`config.mk`:
```
export PLATFORM = sky130hd
export DESIGN_NAME = dual_serial_shifter
export DESIGN_NICKNAME = d
export VERILOG_FILES = /design/src/rtl/dsos_pkg.sv /design/src/rtl/dsos_edge.sv /design/src/rtl/dsos_stage.sv /design/src/rtl/dsos_shift.sv /design/src/rtl/dsos_ctrl.sv /design/src/rtl/dual_serial_shifter.sv
export SDC_FILE = /design/constraint.sdc
export NUM_CORES = 1
export LEC_CHECK = 0
export ABC_AREA = 0
export BUFFER_PORTS_ARGS = -buffer_cell sky130_fd_sc_hd__buf_2
export CAP_MARGIN = 20
export CORE_MARGIN = 8
export CORE_UTILIZATION = 43
export DETAILED_ROUTE_END_ITERATION = 16
export SYNTH_ARGS = -nofsm -noshare
export SYNTH_HDL_FRONTEND = slang
export SYNTH_SLANG_ARGS = --single-unit
```
`constraint.sdc`:
```
create_clock -name clk -period 2.5 [get_ports clk]
set_input_delay 0.5 -clock clk [delete_from_list [all_inputs] [get_ports clk]]
set_output_delay 0.5 -clock clk [all_outputs]
set_load 0.01 [all_outputs]
```
`src/rtl/dsos_pkg.sv`:
```
package dsos_pkg;
  typedef enum logic [1:0] {
    ST_IDLE   = 2'd0,
    ST_ACTIVE = 2'd1,
    ST_PEND   = 2'd2,
    ST_PDOWN  = 2'd3
  } fr_state_e;
endpackage

```
`src/rtl/dsos_edge.sv`:
```
module dsos_edge #(
  parameter int SYNC_STAGES = 0
) (
  input  logic clk,
  input  logic rst_n,
  input  logic lvl,
  output logic lvl_s,
  output logic rise,
  output logic fall
);
  logic prev;

  generate
    if (SYNC_STAGES == 0) begin : g_direct
      assign lvl_s = lvl;
    end else begin : g_sync
      logic [SYNC_STAGES-1:0] chain;
      always_ff @(posedge clk or negedge rst_n) begin
        if (!rst_n) begin
          chain <= '0;
        end else begin
          chain[0] <= lvl;
          for (int i = 1; i < SYNC_STAGES; i++) chain[i] <= chain[i-1];
        end
      end
      assign lvl_s = chain[SYNC_STAGES-1];
    end
  endgenerate

  always_ff @(posedge clk or negedge rst_n) begin
    if (!rst_n) prev <= 1'b0;
    else        prev <= lvl_s;
  end

  assign rise = lvl_s & ~prev;
  assign fall = ~lvl_s & prev;
endmodule

```
`src/rtl/dsos_stage.sv`:
```
module dsos_stage #(
  parameter int RES_W = 12
) (
  input  logic             clk,
  input  logic             rst_n,
  input  logic             in_valid,
  output logic             in_ready,
  input  logic [RES_W-1:0] in_a,
  input  logic [RES_W-1:0] in_b,
  input  logic             take,
  output logic [RES_W-1:0] out_a,
  output logic [RES_W-1:0] out_b
);
  logic             full;
  logic [RES_W-1:0] da, db;

  assign in_ready = ~full;
  assign out_a    = full ? da : '0;
  assign out_b    = full ? db : '0;

  always_ff @(posedge clk or negedge rst_n) begin
    if (!rst_n) begin
      full <= 1'b0;
      da   <= '0;
      db   <= '0;
    end else begin
      if (take) full <= 1'b0;
      if (in_valid && in_ready) begin
        full <= 1'b1;
        da   <= in_a;
        db   <= in_b;
      end
    end
  end

  p_hold_r10: assert property (@(posedge clk) disable iff (!rst_n)
    (full && !take) |=> (full && $stable(da) && $stable(db)));

  p_accept_r10: assert property (@(posedge clk) disable iff (!rst_n)
    (in_valid && in_ready && !take) |=> !in_ready);
endmodule

```
`src/rtl/dsos_shift.sv`:
```
module dsos_shift #(
  parameter int RES_W = 12,
  parameter int LEAD  = 4
) (
  input  logic             clk,
  input  logic             rst_n,
  input  logic             load,
  input  logic             shift_en,
  input  logic             dual_mode,
  input  logic [RES_W-1:0] a,
  input  logic [RES_W-1:0] b,
  output logic             dout_a,
  output logic             dout_b
);
  localparam int SA_W = 2*RES_W + LEAD;
  localparam int SB_W = RES_W + LEAD;
  localparam int CW   = $clog2(SA_W + 1);

  logic [SA_W-1:0] sr_a;
  logic [SB_W-1:0] sr_b;

  always_ff @(posedge clk or negedge rst_n) begin
    if (!rst_n) begin
      sr_a   <= '0;
      sr_b   <= '0;
      dout_a <= 1'b0;
      dout_b <= 1'b0;
    end else if (load) begin
      sr_a <= dual_mode ? {{LEAD{1'b0}}, a, {RES_W{1'b0}}}
                        : {{LEAD{1'b0}}, a, b};
      sr_b <= dual_mode ? {{LEAD{1'b0}}, b} : '0;
    end else if (shift_en) begin
      dout_a <= sr_a[SA_W-1];
      dout_b <= sr_b[SB_W-1];
      sr_a   <= sr_a << 1;
      sr_b   <= sr_b << 1;
    end
  end

  // count of shifts since the last load, used to check the zero lead-in
  logic [CW-1:0] shifts_seen;
  always_ff @(posedge clk or negedge rst_n) begin
    if (!rst_n)                                 shifts_seen <= '0;
    else if (load)                              shifts_seen <= '0;
    else if (shift_en && shifts_seen < CW'(SA_W)) shifts_seen <= shifts_seen + 1'b1;
  end

  p_lead_zero_r3: assert property (@(posedge clk) disable iff (!rst_n)
    (shift_en && !load && shifts_seen < CW'(LEAD)) |=> (!dout_a && !dout_b));
endmodule

```
`src/rtl/dsos_ctrl.sv`:
```
module dsos_ctrl
  import dsos_pkg::*;
#(
  parameter int RES_W = 12,
  parameter int LEAD  = 4
) (
  input  logic clk,
  input  logic rst_n,
  input  logic sclk_rise,
  input  logic sclk_fall,
  input  logic cnv_rise,
  input  logic cnv_lvl,
  input  logic dual_mode,
  output logic start,
  output logic shift_en,
  output logic oe,
  output logic oe_dual,
  output logic pwr_down,
  output logic conv_start
);
  localparam int N_DUAL   = RES_W + LEAD;
  localparam int N_SINGLE = 2*RES_W + LEAD;
  localparam int CNT_W    = $clog2(N_SINGLE + 1);

  fr_state_e        state;
  logic [CNT_W-1:0] cnt;
  logic [CNT_W-1:0] n_end;
  logic             mode_q;
  logic             in_frame;
  logic             decide;

  assign n_end    = mode_q ? CNT_W'(N_DUAL) : CNT_W'(N_SINGLE);
  assign in_frame = (state == ST_ACTIVE);
  assign shift_en = in_frame & sclk_rise & (cnt < n_end);
  assign decide   = in_frame & sclk_fall & (cnt == n_end);
  assign start    = (cnv_rise & ~in_frame) | (decide & cnv_lvl);
  assign oe_dual  = oe & mode_q;

  always_ff @(posedge clk or negedge rst_n) begin
    if (!rst_n) begin
      state      <= ST_IDLE;
      cnt        <= '0;
      mode_q     <= 1'b0;
      oe         <= 1'b0;
      pwr_down   <= 1'b0;
      conv_start <= 1'b0;
    end else begin
      conv_start <= start;
      if (start) begin
        state    <= ST_ACTIVE;
        cnt      <= '0;
        mode_q   <= dual_mode;
        pwr_down <= 1'b0;
        if (state == ST_PEND) oe <= 1'b0;
      end else if (decide) begin
        state    <= ST_PEND;
        pwr_down <= 1'b1;
      end else begin
        if (shift_en) begin
          cnt <= cnt + 1'b1;
          oe  <= 1'b1;
        end
        if (state == ST_PEND && sclk_rise) begin
          state <= ST_PDOWN;
          oe    <= 1'b0;
        end
      end
    end
  end

  p_pulse_r2: assert property (@(posedge clk) disable iff (!rst_n)
    conv_start |=> !conv_start);

  p_ignore_mid_r2: assert property (@(posedge clk) disable iff (!rst_n)
    (in_frame && cnv_rise && !decide) |=> !conv_start);

  p_cont_r6: assert property (@(posedge clk) disable iff (!rst_n)
    (decide && cnv_lvl) |=> (conv_start && !pwr_down && $stable(oe)));

  p_pd_driven_r7: assert property (@(posedge clk) disable iff (!rst_n)
    $rose(pwr_down) |-> oe);

  p_sclk_hiz_r8: assert property (@(posedge clk) disable iff (!rst_n)
    (state == ST_PEND && sclk_rise) |=> (!oe && pwr_down));

  p_cnv_hiz_r9: assert property (@(posedge clk) disable iff (!rst_n)
    (state == ST_PEND && cnv_rise) |=> (!oe && conv_start && !pwr_down));

  p_cnt_bound_r12: assert property (@(posedge clk) disable iff (!rst_n)
    cnt <= n_end);
endmodule

```
`src/rtl/dual_serial_shifter.sv`:
```
module dual_serial_shifter #(
  parameter int RES_W       = 12,
  parameter int LEAD        = 4,
  parameter int SYNC_STAGES = 0
) (
  input  logic             clk,
  input  logic             rst_n,
  input  logic             sclk,
  input  logic             cnvst,
  input  logic             dual_mode,
  input  logic             res_valid,
  output logic             res_ready,
  input  logic [RES_W-1:0] res_a,
  input  logic [RES_W-1:0] res_b,
  output logic             dout_a,
  output logic             dout_b,
  output logic             oe_a,
  output logic             oe_b,
  output logic             conv_start,
  output logic             pwr_down
);
  logic sclk_s, sclk_rise, sclk_fall;
  logic cnv_s, cnv_rise, cnv_fall;
  logic start, shift_en;
  logic [RES_W-1:0] ld_a, ld_b;

  dsos_edge #(.SYNC_STAGES(SYNC_STAGES)) u_sclk_edge (
    .clk(clk), .rst_n(rst_n), .lvl(sclk),
    .lvl_s(sclk_s), .rise(sclk_rise), .fall(sclk_fall)
  );

  dsos_edge #(.SYNC_STAGES(SYNC_STAGES)) u_cnv_edge (
    .clk(clk), .rst_n(rst_n), .lvl(cnvst),
    .lvl_s(cnv_s), .rise(cnv_rise), .fall(cnv_fall)
  );

  dsos_stage #(.RES_W(RES_W)) u_stage (
    .clk(clk), .rst_n(rst_n),
    .in_valid(res_valid), .in_ready(res_ready),
    .in_a(res_a), .in_b(res_b),
    .take(start), .out_a(ld_a), .out_b(ld_b)
  );

  dsos_ctrl #(.RES_W(RES_W), .LEAD(LEAD)) u_ctrl (
    .clk(clk), .rst_n(rst_n),
    .sclk_rise(sclk_rise), .sclk_fall(sclk_fall),
    .cnv_rise(cnv_rise), .cnv_lvl(cnv_s),
    .dual_mode(dual_mode),
    .start(start), .shift_en(shift_en),
    .oe(oe_a), .oe_dual(oe_b),
    .pwr_down(pwr_down), .conv_start(conv_start)
  );

  dsos_shift #(.RES_W(RES_W), .LEAD(LEAD)) u_shift (
    .clk(clk), .rst_n(rst_n),
    .load(start), .shift_en(shift_en), .dual_mode(dual_mode),
    .a(ld_a), .b(ld_b),
    .dout_a(dout_a), .dout_b(dout_b)
  );

  p_oe_pair_r4: assert property (@(posedge clk) disable iff (!rst_n)
    oe_b |-> oe_a);

  p_start_edge_r2: assert property (@(posedge clk) disable iff (!rst_n)
    conv_start |-> !pwr_down);

  logic unused_fall;
  assign unused_fall = cnv_fall;
endmodule

```
Yosys cells after proc, flatten, opt, wreduce, memory -nomap -nowiden

Cells that the tools add are included.

Output and inout bits: 7
Bits of input ports: 30
Logic and storage cells: 73
Register bits after elaboration: 84

Equality and inequality tests: 5
Mux-type cells: 24
Add/subtract/negate cells: 1
Reduce and logical (&&, ||, !) cells: 10
Bitwise logic cells: 17
Magnitude comparators: 1

Operator list:

| kind                  | number |
|---|---|
| $mux W28              | 2 |
| $mux W12              | 4 |
| $mux W16              | 2 |
| $mux W5               | 3 |
| $and A1 B1 Y1         | 10 |
| $mux W1               | 9 |
| $mux W2               | 3 |
| $not A1 Y1            | 6 |
| $reduce_bool A2 Y1    | 3 |
| $reduce_bool A3 Y1    | 2 |
| $add A5 B1 Y5 const B | 1 |
| $eq A5 B5 Y1          | 1 |
| $lt A5 B5 Y1          | 1 |
| $mux W4               | 1 |
| $reduce_and A2 Y1     | 2 |
| $reduce_and A3 Y1     | 1 |
| $eq A2 B1 Y1 const B  | 1 |
| $eq A2 B2 Y1 const B  | 1 |
| $logic_and A1 B1 Y1   | 2 |
| $ne A2 B1 Y1 const B  | 1 |
| $ne A2 B2 Y1 const B  | 1 |
| $or A1 B1 Y1          | 1 |

Longest topological paths before layout

Gate-level depths: netlist of run 1.

Depth after elaboration: 8
Mapped depth: 9
Mapped depth without buffers: 7

Cells and area by module

Synthesis of run 1 repeated with hierarchy kept, for this count alone.

Cell total of the unflattened synthesis: 317
Area total of the unflattened synthesis: 4002.6 µm²

By module, submodules not included:

| module     | instances | cells an instance | area an instance (µm²) | sequential area each (µm²) |
|---|---|---|---|---|
| dsos_shift | 1         | 167               | 2115.8                 | 1151.1 |
| dsos_stage | 1         | 81                | 1201.2                 | 625.6 |
| dsos_ctrl  | 1         | 61                | 590.6                  | 275.3 |
| dsos_edge  | 2         | 4                 | 47.5                   | 25.0 |

Least setup slack after synthesis of run 1

Ideal clock, no wire load.

Path kind: reg-to-reg
Start point: register u_ctrl.mode_q
End point: register u_ctrl.cnt[2]
Arrival: 1.727 ns
Data required time: 2.381 ns
Path buffers: 2
Setup time: 0.119 ns
Stages on the path, launching flop included: 8
Period minus slack after synthesis: 1.846 ns
Path slack: 0.654 ns
Cells stage by stage: dfrtp_1 > ha_1 > and2b_1 > o21ai_0 > buf_2 > buf_2 > a31oi_1 > o21a_1

Word-level cells in the longest chain between the ends: 7
Elaborated cells on any way between the ends: 11
Classes of those cells: order compare (1); eq/ne (2); mux (2); bitwise (4); reduce/logical (2)

RTL lines:

| what                                                         | RTL line        | text |
|---|---|---|
| start, declared                                              | dsos_ctrl.sv:28 | `logic mode_q;` |
| start signal, assigned                                       | dsos_ctrl.sv:52 | `mode_q <= dual_mode;` |
| $mux W4 (*)                                                  | dsos_ctrl.sv:32 | `assign n_end = mode_q ? CNT_W'(N_DUAL) : CNT_W'(N_SINGLE);` |
| $eq A5 B5 Y1                                                 | dsos_ctrl.sv:35 | `assign decide = in_frame & sclk_fall & (cnt == n_end);` |
| $and A1 B1 Y1                                                | dsos_ctrl.sv:35 |  |
| $and A1 B1 Y1                                                | dsos_ctrl.sv:36 | `assign start = (cnv_rise & ~in_frame) \| (decide & cnv_lvl);` |
| $or A1 B1 Y1                                                 | dsos_ctrl.sv:36 |  |
| $ne A2 B1 Y1 (no line) or $reduce_bool A2 Y1 (tied branches) | -               |  |
| $reduce_and A2 Y1 (no line)                                  | -               |  |
| end signal, assigned                                         | dsos_ctrl.sv:60 | `cnt <= cnt + 1'b1;` |
| end, declared                                                | dsos_ctrl.sv:26 | `logic [CNT_W-1:0] cnt;` |

Mark *: on every way between the ends. The rest lies on a longest branch, timed or not.
A chain may end at the register's enable or synchronous reset.

Worst setup path after layout of run 1

Start point: register u_ctrl.cnt[0]
End point: register u_shift.sr_a[4]

Word-level cells in the longest chain between the ends: 5
Elaborated cells on any way between the ends: 8
Classes of those cells: order compare (1); eq/ne (1); mux (1); bitwise (4); reduce/logical (1)

RTL lines:

| what                                           | RTL line         | text |
|---|---|---|
| $eq A5 B5 Y1                                   | dsos_ctrl.sv:35  |  |
| $and A1 B1 Y1                                  | dsos_ctrl.sv:35  |  |
| $and A1 B1 Y1                                  | dsos_ctrl.sv:36  |  |
| $or A1 B1 Y1                                   | dsos_ctrl.sv:36  |  |
| $mux W28 or $reduce_bool A2 Y1 (tied branches) | -                |  |
| end signal, assigned                           | dsos_shift.sv:29 | `sr_a <= dual_mode ? {{LEAD{1'b0}}, a, {RES_W{1'b0}}}` |
| end signal, assigned                           | dsos_shift.sv:35 | `sr_a <= sr_a << 1;` |
| end, declared                                  | dsos_shift.sv:19 | `logic [SA_W-1:0] sr_a;` |

Several ways; a longest one is shown, not always the timed one.

==> results.md, run 1 <==
* Max cap viols at 0
* Nets at between 300 and 400
* Row count at 34
* Most common cell after layout, fill and taps aside: dfrtp_1
* Die outline width at 111 um
* CTS resizes at 0
* Vias in the first global route at 2867
* Num CTS Buffers at 9
* Sw frac at between 20 and 30%
* Worst R2R End: u_shift.sr_a[4]
* Largest net degree at the start of global routing at 38
* Initial antenna violation count at 0
* Longest Clk Path Bufs at 2
* DRT Pass-1 Iters at 4
* Initial Utilization at roughly 44%
* Cell Int Power at 3030 uW
* R2r startpoint: u_ctrl.cnt[0]
* Slew Limit Fails at 0
* Critical path origin: u_ctrl.cnt[0]
* EDFF count, synth at 0
* Cells after Synth at between 300 and 400
* TritonCTS clock tree: done
* FF-to-FF path depth at 7
* Final hold violations at 0
* Max Freq at slightly below 500 MHz
* Post-synthesis sequential area ratio at between 50% and 60%
* Antenna Cells at 0
* Final critical-path share of the clock period at between 80 and 90%
* Clock Skew at between 0.01 and 0.015 ns
* Clock root cell: clkbuf_8
* Postcts setup bufs at 0
* Crit path DAT at roughly 2.3 ns
* H-Tree Depth at 3
* PwrDens at about 1000 nW/um2
* Fill cells at roughly 790
* Worst vdd ir at ~0.34 mV
* Register bit total from synthesis at 84
* Routed WL per cell at approximately 18 um
* Asr flop ratio synth at 100%
* Area growth, synth to finish at 13.3%
* Post-CTS Hold Buffers at 0
* Final setup fails at 0
* Setup crit end: u_shift.sr_a[4]
* Placer Congestion at 0.803
* I/O pin cnt at 37
* Fin Hold WS at between 0.09 and 0.1 ns
* Flop2flop setup slack at between 0.4 and 0.5 ns
* Sequential power share at 50.9%
* Core area at a little under 9000 um2
* Crit Path Category: reg2reg
* Min-Delay Path Class: in2async
* Port Buf Inserts at 36
* Worst slew pin tran at about 0.50 ns
* Die area at ~12000 um2
* Routed vias at around 2800
* Leak Pwr at between 0.0015 and 0.002 uW
* Most frequent cells in the layout: 84 x dfrtp_1, 35 x buf_2, 28 x nand3_1
* Mean Syn Cell Area at approximately 12 um2
* Global-route wire length before repair at 14700 um
* WP data required at about 2.7 ns
* Layout cells sized above 1 at 28.1%
* Via-to-Cell Ratio at slightly below 6
* Crit end category: register
* Comb power frac at a little under a quarter
* Synth warnings at 0
* Clk sink count at 84
* Clock power frac at between 20 and 30%
* Crit Path Max Fanout at 26
* Antenna Violating Nets Remaining at 0
* Global Route Usage Sum at about 14%
* Net Count, Synth at 359
* Drt total wl at 8550 um
* Final Critical Period at between 2 and 2.5 ns
* Final core occ at 50.0%
* Status: completed
* Iteration-0 DRC Markers at 212
* RSZ-0062 raised after global routing: no
* Synthesized area at between 3000 and 4000 um2
* Dominant synthesized flop cell: dfrtp_1
* Hpwl dp at 5490 um
* Worst Setup Start Kind: register
* Reg clk slew, reported paths at 0.09 ns
* Relative slew slack at 66.7%
* Die H at approximately 110 um
* Unique masters post-synth at between 40 and 50
* Remaining DRCs at 0
* Net Switching at between 1000 and 1500 uW
* GRT overflow at 0
* Setup_tns at 0 ns
* Clock Latency Late Sink at about 0.35 ns
-- routing by layer --
metal	GRT usage, %	share of wire, %	up-vias
li1	-	-	1290
met1	19.4	49	1403
met2	21.8	46	71
met3	4.06	4.9	4
met4	3.15	0.62	0
met5	0	0	-
-- state kept, by name (all words and copies together), names as in the netlist --
signal,flops
u_ctrl.oe,1
u_shift.sr_a,28
u_cnv_edge.prev,1
u_shift.dout_b,1
u_sclk_edge.prev,1
u_ctrl.cnt,5
u_stage.db,12
u_ctrl.mode_q,1
u_shift.sr_b,16
u_stage.full,1
u_shift.dout_a,1
u_ctrl.state,2
u_stage.da,12
u_ctrl.conv_start,1
u_ctrl.pwr_down,1
-- critical path, cell delays in order (launching register included) --
cell,delay [ns]
dfrtp_1,0.40
inv_1,0.10
ha_1,0.19
nand4b_1,0.21
o22ai_4,0.19
nand2_1,0.19
inv_2,0.42
o211ai_1,0.19
-- cell type report --
cell class / count / area, um2 / share of cell area (%)
sequential: 84 / 2100 / 48.2
multi-input combinational: 197 / 1540 / 35.2
clock inverter: 4 / 72.6 / 1.66
clock buffer: 11 / 151 / 3.47
timing repair buffer: 50 / 300 / 6.88
tap: 108 / 135 / 3.10
inverter: 17 / 63.8 / 1.46
-- how the worst min path moves through the flow --
stage	startpoint	endpoint	slack (ns)	cells after the start
floorplan	rst_n	u_cnv_edge.prev	0.20	0
global placement	u_shift.sr_a[24]	u_shift.sr_a[25]	0.46	1
detailed placement	u_shift.sr_b[13]	u_shift.sr_b[14]	0.47	1
CTS	rst_n	u_shift.sr_b[7]	0.10	1
global route	rst_n	u_shift.sr_a[15]	0.12	1
finish	rst_n	u_stage.da[3]	0.09	1
-- per-stage QoR --
step                setup WS (ns)  instances  area, um2  total power, uW
floorplan                   0.654        325       3850             2870
global placement            0.519        456       4140             3170
detailed placement          0.474        456       4140             3210
CTS                         0.461        471       4360             4290
global route                0.311        471       4360             4520
finish                      0.461        471       4360             4250
-- kinds of logic after synthesis --
family / after synthesis / share of synthesized area (%)
AOI/OAI and AO/OA: 93 / 18.8
adders and majority gates: 4 / 1.30
buffers and inverters: 44 / 5.62
DFF: 84 / 54.6
muxes: 26 / 7.61
and+or+nand+nor: 74 / 12.0
-- synthesized netlist by cell type, types with 2 or more instances --
master	n	area, um2
a32oi_1	10	87.6
inv_1	16	60.1
o31ai_1	3	22.5
dfrtp_1	84	2100
and3_1	12	75.1
mux2_2	26	293
buf_6	2	22.5
a32o_1	2	20.0
nor2b_1	3	18.8
ha_1	4	50.1
buf_2	8	40.0
o21ai_0	23	115
o211ai_1	11	82.6
o21a_1	2	15.0
a221o_1	13	130
nor2_1	6	22.5
clkbuf_1	10	37.5
a2bb2oi_1	9	78.8
nor3b_1	10	75.1
o2bb2ai_1	8	70.1
a21oi_1	3	15.0
buf_4	7	52.6
nand3_1	28	140
-- power by group through the flow --
stage	logic (uW)	registers (uW)	clock network, uW
floorplan	793	2080	0
global placement	992	2180	0
detailed placement	1020	2190	0
CTS	1020	2170	1110
global route	1130	2240	1150
finish	1010	2160	1080
No activity file was read; power rests on OpenSTA's default activity.
==> run 2: changes to the inputs <==
--- a/config.mk
+++ b/config.mk
@@ -5,7 +5,7 @@
 export SDC_FILE = /design/constraint.sdc
 export NUM_CORES = 1
 export LEC_CHECK = 0
-export ABC_AREA = 0
+export ABC_AREA = 1
 export BUFFER_PORTS_ARGS = -buffer_cell sky130_fd_sc_hd__buf_2
 export CAP_MARGIN = 20
 export CORE_MARGIN = 8
==> constraint.sdc (replaced) <==
create_clock -name clk -period 2.12 [get_ports clk]
set_input_delay 0.424 -clock clk [delete_from_list [all_inputs] [get_ports clk]]
set_output_delay 0.424 -clock clk [all_outputs]
set_load 0.01 [all_outputs]
==> run 2 against run 1 <==
Count of clock-buffer cells in the layout is 1 lower. Largest power group unchanged. Critical path depth is 2 higher. Via count is 2.9% higher. Cell count is 23% higher. Critical endpoint is now u_shift.sr_a[6]. Sequential power is 22% higher. Cell area is 0.43% lower. Routed wire length is 12% lower. Non-clock buffer count stayed put. Die area is 1.3% lower. Clock skew is 0.00071 ns lower. Worst setup slack worse by 0.26 ns.
==> results.md, run 2 <==
* Cell family with most CP delay: simple AND/OR/NAND/NOR gates
* Drt total wl at 7530 um (-12%)
* Worst slew pin tran at 0.548 ns (+0.0506 ns)
* Largest register by flop count: u_shift.sr_a
* Hpwl dp at 5190 um (-5.4%)
* Placer Congestion at 0.784 (-2.3%)
* Net Count, Synth at 461 (+28%)
* Port Buf Inserts at 36 (unchanged)
* Num CTS Buffers at 9 (unchanged)
* Worst vdd ir at 0.774 mV (+130%)
* Crit path DAT at 2.20 ns (-0.05 ns)
* Combinational family with the most area after synthesis: simple AND/OR/NAND/NOR gates
* Post-synth top cells: 157 x nand2_1, 84 x dfrtp_1, 51 x nand3_1
* Mean Syn Cell Area at 8.88 um2 (-25%)
* Die outline width at 110 um (-0.64%)
* Fin Hold WS at 0.0331 ns (-0.0605 ns)
* Most common cell after layout, fill and taps aside: nand2_1
* Post-synth top area cell: dfrtp_1
* TritonCTS clock tree: done
* GRT overflow at 0 (unchanged)
* Global-route wire length before repair at 13300 um (-9.9%)
* Critical path cell sequence: ha_1 > nand2_2 > nor2_4 > nand3_2 > nand2_8 > nor2_2 > buf_4 > nand2_1 > nand3_1
* Antenna Cells at 0 (unchanged)
* Placed cell area at 4100 um2 (-0.91%)
* Fin worst setup slack at 0.202 ns (-0.259 ns)
* Max cap viols at 0 (unchanged)
* Crit Path Max Fanout at 36 (+38%)
* Dominant synthesized flop cell: dfrtp_1
* Adder-cell area share of the yosys netlist at 1.32% (+0.020 points)
* Ranking of synthesized cells by area: dfrtp_1 55%, nand2_1 16%, mux2_2 7.1%, nand3_1 6.7%, nor2_1 3.1%
* Worst Setup Start Kind: register
* Global Route Usage Sum at 13.8% (-0.44 points)
* Asr flop ratio synth at 100% (unchanged)
* Finished Layout Cells at 578 (+23%)
* Clock root cell: clkbuf_8
* Clk sink count at 84 (unchanged)
* PwrDens at 1290 nW/um2 (+32%)
* Postcts setup bufs at 0 (unchanged)
* Remaining DRCs at 0 (unchanged)
* Final setup fails at 0 (unchanged)
* Setup_tns at 0 ns (unchanged)
* Die H at 110 um (-0.64%)
* Fill cells at 842 (+6.4%)
* Via-to-Cell Ratio at 4.93 (-16%)
* Crit end category: register
* Cells after Synth at 427 (+31%)
* Crit Path Category: reg2reg
* Core area at 8640 um2 (-0.98%)
* Final critical-path share of the clock period at 90.5% (+8.9 points)
* Largest net degree at the start of global routing at 39 (+2.6%)
* Synth warnings at 0 (unchanged)
* Area growth, synth to finish at 14.6%
* Final hold violations at 0 (unchanged)
* Die area at 12100 um2 (-1.3%)
* Final Critical Period at 1.92 ns (-0.121 ns)
* Synth Area in Simple Gates at 27.2% (+15 points)
* Slew Limit Fails at 0 (unchanged)
* Routed vias at 2848 (+2.9%)
* Clock Skew at 0.0125 ns (-0.000714 ns)
* Routed WL per cell at 13.0 um (-28%)
* I/O pin cnt at 37 (unchanged)
* Reg clk slew, reported paths at 0.08 ns (about the same)
* Slowest CP cell: dfrtp_1
* WP data required at 2.40 ns (-0.31 ns)
* Row count at 34 (unchanged)
* Fin area at 4340 um2 (-0.43%)
* Vias in the first global route at 2917 (+1.7%)
* Worst path max stage delay at 0.44 ns (+0.02 ns)
* Register bit total from synthesis at 84 (unchanged)
* Relative slew slack at 63.3% (-3.4 points)
* Leak Pwr at 0.00222 uW (+14%)
* Antenna Violating Nets Remaining at 0 (unchanged)
* Mux share of post-synthesis cell area at 7.13% (-0.48 points)
* EDFF count, synth at 0 (unchanged)
* DRT Pass-1 Iters at 4 (unchanged)
* Synthesized area at 3790 um2 (-1.5%)
* Post-synthesis sequential area ratio at 55.4% (+0.83 points)
* XOR/XNOR Fraction of Synth Area at 0.693% (+0.69 points)
* Unique masters post-synth at 23 (-52%)
* Max Freq at 522 MHz (+6.3%)
* Compound-Gate Fraction of Synth Area at 2.84% (-16 points)
* Initial Utilization at 43.9% (-0.23 points)
* Clock Latency Late Sink at 0.35 ns (about the same)
* Initial antenna violation count at 0 (unchanged)
* Iteration-0 DRC Markers at 173 (-18%)
* Pre-CTS setup slack at 0.135 ns (-0.340 ns)
* Top cell type's share of synthesized area at 55.4% (+0.83 points)
* CP Buf/Inv Count at 1 (-1)
* Placed Cells at 562 (+23%)
* Min-Delay Path Class: in2async
* Most frequent cell after synthesis: nand2_1
* RSZ-0062 raised after global routing: no
* Most frequent cells in the layout: 157 x nand2_1, 84 x dfrtp_1, 51 x nand3_1
* Largest regs: u_shift.sr_a (28), u_shift.sr_b (16)
* Longest Clk Path Bufs at 2 (unchanged)
* Status: completed
* Layout cells sized above 1 at 21.5% (-6.6 points)
* Max reg flops at 28 (unchanged)
* H-Tree Depth at 3 (unchanged)
* Nets at 499 (+27%)
[run 2: changes by cell type in the layout (fill, tap and decap cells not counted), moves of 11 or more]
cell,before,now
nand3_1,28,51
o21ai_0,22,8
a221o_1,13,0
o211ai_1,11,0
nand2_1,1,157
and3_1,12,0
nor2_1,6,30
[run 2: where the power goes]
part / leakage [uW] / internal (uW) / switching, uW
clock: 0.000113 / 707 / 602
sequential: 0.00108 / 2270 / 367
combinational: 0.00103 / 716 / 933
[run 2: per-stage QoR]
step           total power, uW  util, %
6_report                  5590     50.3
5_1_grt                   6030     50.3
4_1_cts                   5660     50.2
3_5_place_dp              4340     47.5
3_3_place_gp              4270     47.5
2_1_floorplan             3870        -
[run 2: worst paths after layout]
kind	from	end	slack [ns]	depth (start not counted)
worst min-delay path	rst_n	u_ctrl.conv_start	0.03	1
max in group asynchronous	rst_n	u_shift.sr_a[20]	1.49	2
worst min register to register	u_shift.dout_a	u_shift.dout_a	0.48	2
min in group clk	sclk	u_sclk_edge.prev	0.19	1
worst max register to register	u_ctrl.mode_q	u_shift.sr_a[6]	0.20	9
worst max-delay path	u_ctrl.mode_q	u_shift.sr_a[6]	0.20	9
[run 2: final cells by class]
| cell class | instances | area, um2 | share of cell area (%) |
|---|---|---|---|
| Inverter | 21 | 78.8 | 1.82 |
| Timing Repair Buffer | 50 | 300 | 6.91 |
| Clock buffer | 10 | 138 | 3.17 |
| Clock inverter | 6 | 93.8 | 2.16 |
| Tap cell | 108 | 135 | 3.11 |
| Multi-Input combinational cell | 299 | 1500 | 34.4 |
| Sequential cell | 84 | 2100 | 48.4 |
[run 2: cell families after synthesis]
logic type      count (synthesis)
buf+inv                        44
xor+xnor                        3
compound gates                 20
mux                            24
simple gates                  248
fa+ha+maj                       4
flops                          84
[run 2: timing repair]
item,4_1_cts,5_1_grt
endpoints found under the setup margin,0,3
resized for setup,0,2
hold buffers,0,0
[run 2: per-layer routing]
metal	up-vias	wire length [um]	global-route usage [%]
li1	1437	-	-
met3	7	239	2.46
met1	1358	3730	18.2
met5	-	0	0
met4	0	129	5.79
met2	46	3430	21.9
[run 2: worst register-to-register path, stage by stage, from the launching register on]
cell and delay (ns):
dfrtp_1 0.44, ha_1 0.34, nand2_2 0.10, nor2_4 0.05, nand3_2 0.13, nand2_8 0.11, nor2_2 0.14, buf_4 0.36
nand2_1 0.12, nand3_1 0.08
==> run 3: changes to the inputs <==
==> constraint.sdc (replaced) <==
create_clock -name clk -period 2.12 [get_ports clk]
set_input_delay 0.318 -clock clk [delete_from_list [all_inputs] [get_ports clk]]
set_output_delay 0.318 -clock clk [all_outputs]
set_load 0.01 [all_outputs]
==> run 3 against run 2 <==
First-iteration DRC count up 38%. Cell count up 0.17%. Sequential cell count unchanged. Total power about the same. Non-clock buffer count up 1. Count of clock-buffer cells in the layout unchanged. Fmax down 2.7%. Worst hold slack better by 0.058 ns. Register-to-register slack worse by 0.05 ns. Via count up 0.21%. Critical path type unchanged. Largest power group unchanged.
==> results.md, run 3 (same netlist as run 2, synthesis figures left out) <==
* Nets at 500 (+0.20%)
* Final hold violations at 0 (unchanged)
* Leak Pwr at 0.00223 uW (+0.20%)
* Crit Path Max Fanout at 36 (unchanged)
* Max Freq at 508 MHz (-2.7%)
* Hold_sp: sclk
* Pwr Total at 5590 uW (about the same)
* Global Route Usage Sum at 13.8% (-0.030 points)
* Hold path endpoint: u_sclk_edge.prev
* Core area at 8640 um2 (unchanged)
* Port Buf Inserts at 36 (unchanged)
* Global-route wire length before repair at 13300 um (+0.16%)
* Worst vdd ir at 0.624 mV (-19%)
* Routed WL per cell at 12.9 um (-0.74%)
* Largest regs: u_shift.sr_a (28), u_shift.sr_b (16)
* Iteration-0 DRC Markers at 239 (+38%)
* Most frequent cells in the layout: 157 x nand2_1, 84 x dfrtp_1, 51 x nand3_1
* Final setup fails at 0 (unchanged)
* Hpwl dp at 5130 um (-1.2%)
* Most common cell after layout, fill and taps aside: nand2_1
* Net Switching at 1900 uW (about the same)
* Multi-input logic area at 1490 um2 (-0.17%)
* Initial Utilization at 43.9% (unchanged)
* TritonCTS clock tree: done
* Final critical-path share of the clock period at 92.9% (+2.5 points)
* Remaining DRCs at 0 (unchanged)
* Pre-CTS setup slack at 0.157 ns (+0.0225 ns)
* Max reg flops at 28 (unchanged)
* Die outline width at 110 um (unchanged)
* Fin worst setup slack at 0.150 ns (-0.0526 ns)
* Placed Cells at 562 (unchanged)
* Longest Clk Path Bufs at 2 (unchanged)
* Worst hold stages at 1
* Comb power frac at 29.5% (about the same)
* Crit end category: register
* Die H at 110 um (unchanged)
* Worst Setup Start Kind: register
* Vias in the first global route at 2855 (-2.1%)
* Max cap viols at 0 (unchanged)
* Final Critical Period at 1.97 ns (+0.0526 ns)
* Clock root cell: clkbuf_8
* Antenna Violating Nets Remaining at 0 (unchanged)
* FF-to-FF path depth at 10 (+1)
* Clock Latency Late Sink at 0.35 ns (about the same)
* Clock power frac at 23.4% (about the same)
* Final core occ at 50.4% (+0.087 points)
* H-Tree Depth at 3 (unchanged)
* Layout cells sized above 1 at 21.2% (-0.26 points)
* Clock Skew at 0.0102 ns (-0.00233 ns)
* Flop2flop setup slack at 0.15 ns (-0.05 ns)
* FF/Latch Area at 2100 um2 (unchanged)
* Worst slew pin tran at 0.562 ns (+0.0144 ns)
* Postcts setup bufs at 0 (unchanged)
* Slew Limit Fails at 0 (unchanged)
* Status: completed
* Antenna Cells at 0 (unchanged)
* GRT overflow at 0 (unchanged)
* I/O pin cnt at 37 (unchanged)
* Cell Int Power at 3690 uW (about the same)
* Min-Delay Path Class: in2reg
* Reg clk slew, reported paths at 0.08 ns (about the same)
* Worst R2R End: u_shift.sr_a[0]
* Sw frac at 34.0% (about the same)
* WP data required at 2.35 ns (-0.05 ns)
* Crit Path Category: reg2reg
* Relative slew slack at 62.4% (-0.96 points)
* Num CTS Buffers at 9 (unchanged)
* Initial antenna violation count at 0 (unchanged)
* Drt total wl at 7490 um (-0.57%)
* Largest net degree at the start of global routing at 48 (+23%)
* Row count at 34 (unchanged)
* Area growth, synth to finish at 14.8%
* PwrDens at 1290 nW/um2 (-0.16%)
* DRT Pass-1 Iters at 4 (unchanged)
* Placer Congestion at 0.796 (+1.5%)
* Via-to-Cell Ratio at 4.93 (about the same)
* Sequential power share at 47.2% (about the same)
* Clk sink count at 84 (unchanged)
* Die area at 12100 um2 (unchanged)
* R2r startpoint: u_ctrl.cnt[2]
* Finished Layout Cells at 579 (+0.17%)
* Fill cells at 820 (-2.6%)
* Largest register by flop count: u_shift.sr_a
* Fin Hold WS at 0.0909 ns (+0.0578 ns)
* Routed vias at 2854 (+0.21%)
* Crit path DAT at 2.20 ns (about the same)
## run 3: power by group through the flow
stage	combinational, uW	sequential, uW	clock, uW
5_1_grt	1910	2730	1410
3_3_place_gp	1620	2660	0
2_1_floorplan	1290	2580	0
6_report	1650	2640	1310
4_1_cts	1670	2650	1340
3_5_place_dp	1660	2670	0
## run 3: critical path: stages, from the launching register on
cell and delay, ns:
dfrtp_1 0.44, inv_1 0.08, ha_1 0.27, nand2_1 0.04, nor2_1 0.20, nand3_2 0.17
nand2_8 0.16, nor2_2 0.06, buf_4 0.26, nand2_1 0.10, o21ai_1 0.07
## run 3: worst max-delay path by stage
stage | start | cells past startpoint | endpoint | slack, ns
2_1_floorplan | u_ctrl.cnt[2] | 11 | u_shift.sr_a[17] | 0.46
3_3_place_gp | u_ctrl.mode_q | 10 | u_shift.sr_a[2] | 0.21
3_5_place_dp | u_ctrl.mode_q | 10 | u_shift.sr_a[18] | 0.16
4_1_cts | u_ctrl.mode_q | 10 | u_shift.sr_a[18] | 0.14
5_1_grt | u_ctrl.mode_q | 10 | u_shift.sr_a[3] | -0.006
6_report | u_ctrl.cnt[2] | 10 | u_shift.sr_a[0] | 0.15
## run 3: area by class of cell
class	count	share of cell area (%)
sequential	84	48.3
multi-input combinational	299	34.3
timing repair buffer	51	7.13
clock buffer	10	3.16
tap	108	3.11
clock inverter	6	2.16
inverter	21	1.81
## run 3: through the flow
step           setup TNS, ns  instance area (um2)
5_1_grt              -0.0119                 4350
6_report                   0                 4350
3_3_place_gp               0                 4100
4_1_cts                    0                 4340
3_5_place_dp               0                 4100
2_1_floorplan              0                 3790
## run 3: repair_timing
action / CTS / global route
gates resized for setup: 0 / 1
hold endpoints to repair: 18 / 0
endpoints found under the setup margin: 0 / 4
hold buffers: 1 / 0
## run 3: metal layers
layer  vias up  part of all wire [%]  wire, um  global-route usage, %
met5         -                     0         0                      0
met4         0                   1.5       113                   5.50
met3        11                   4.2       316                   2.93
met2        56                    44      3290                   21.2
met1      1350                    50      3770                   18.5
li1       1437                     -         -                      -
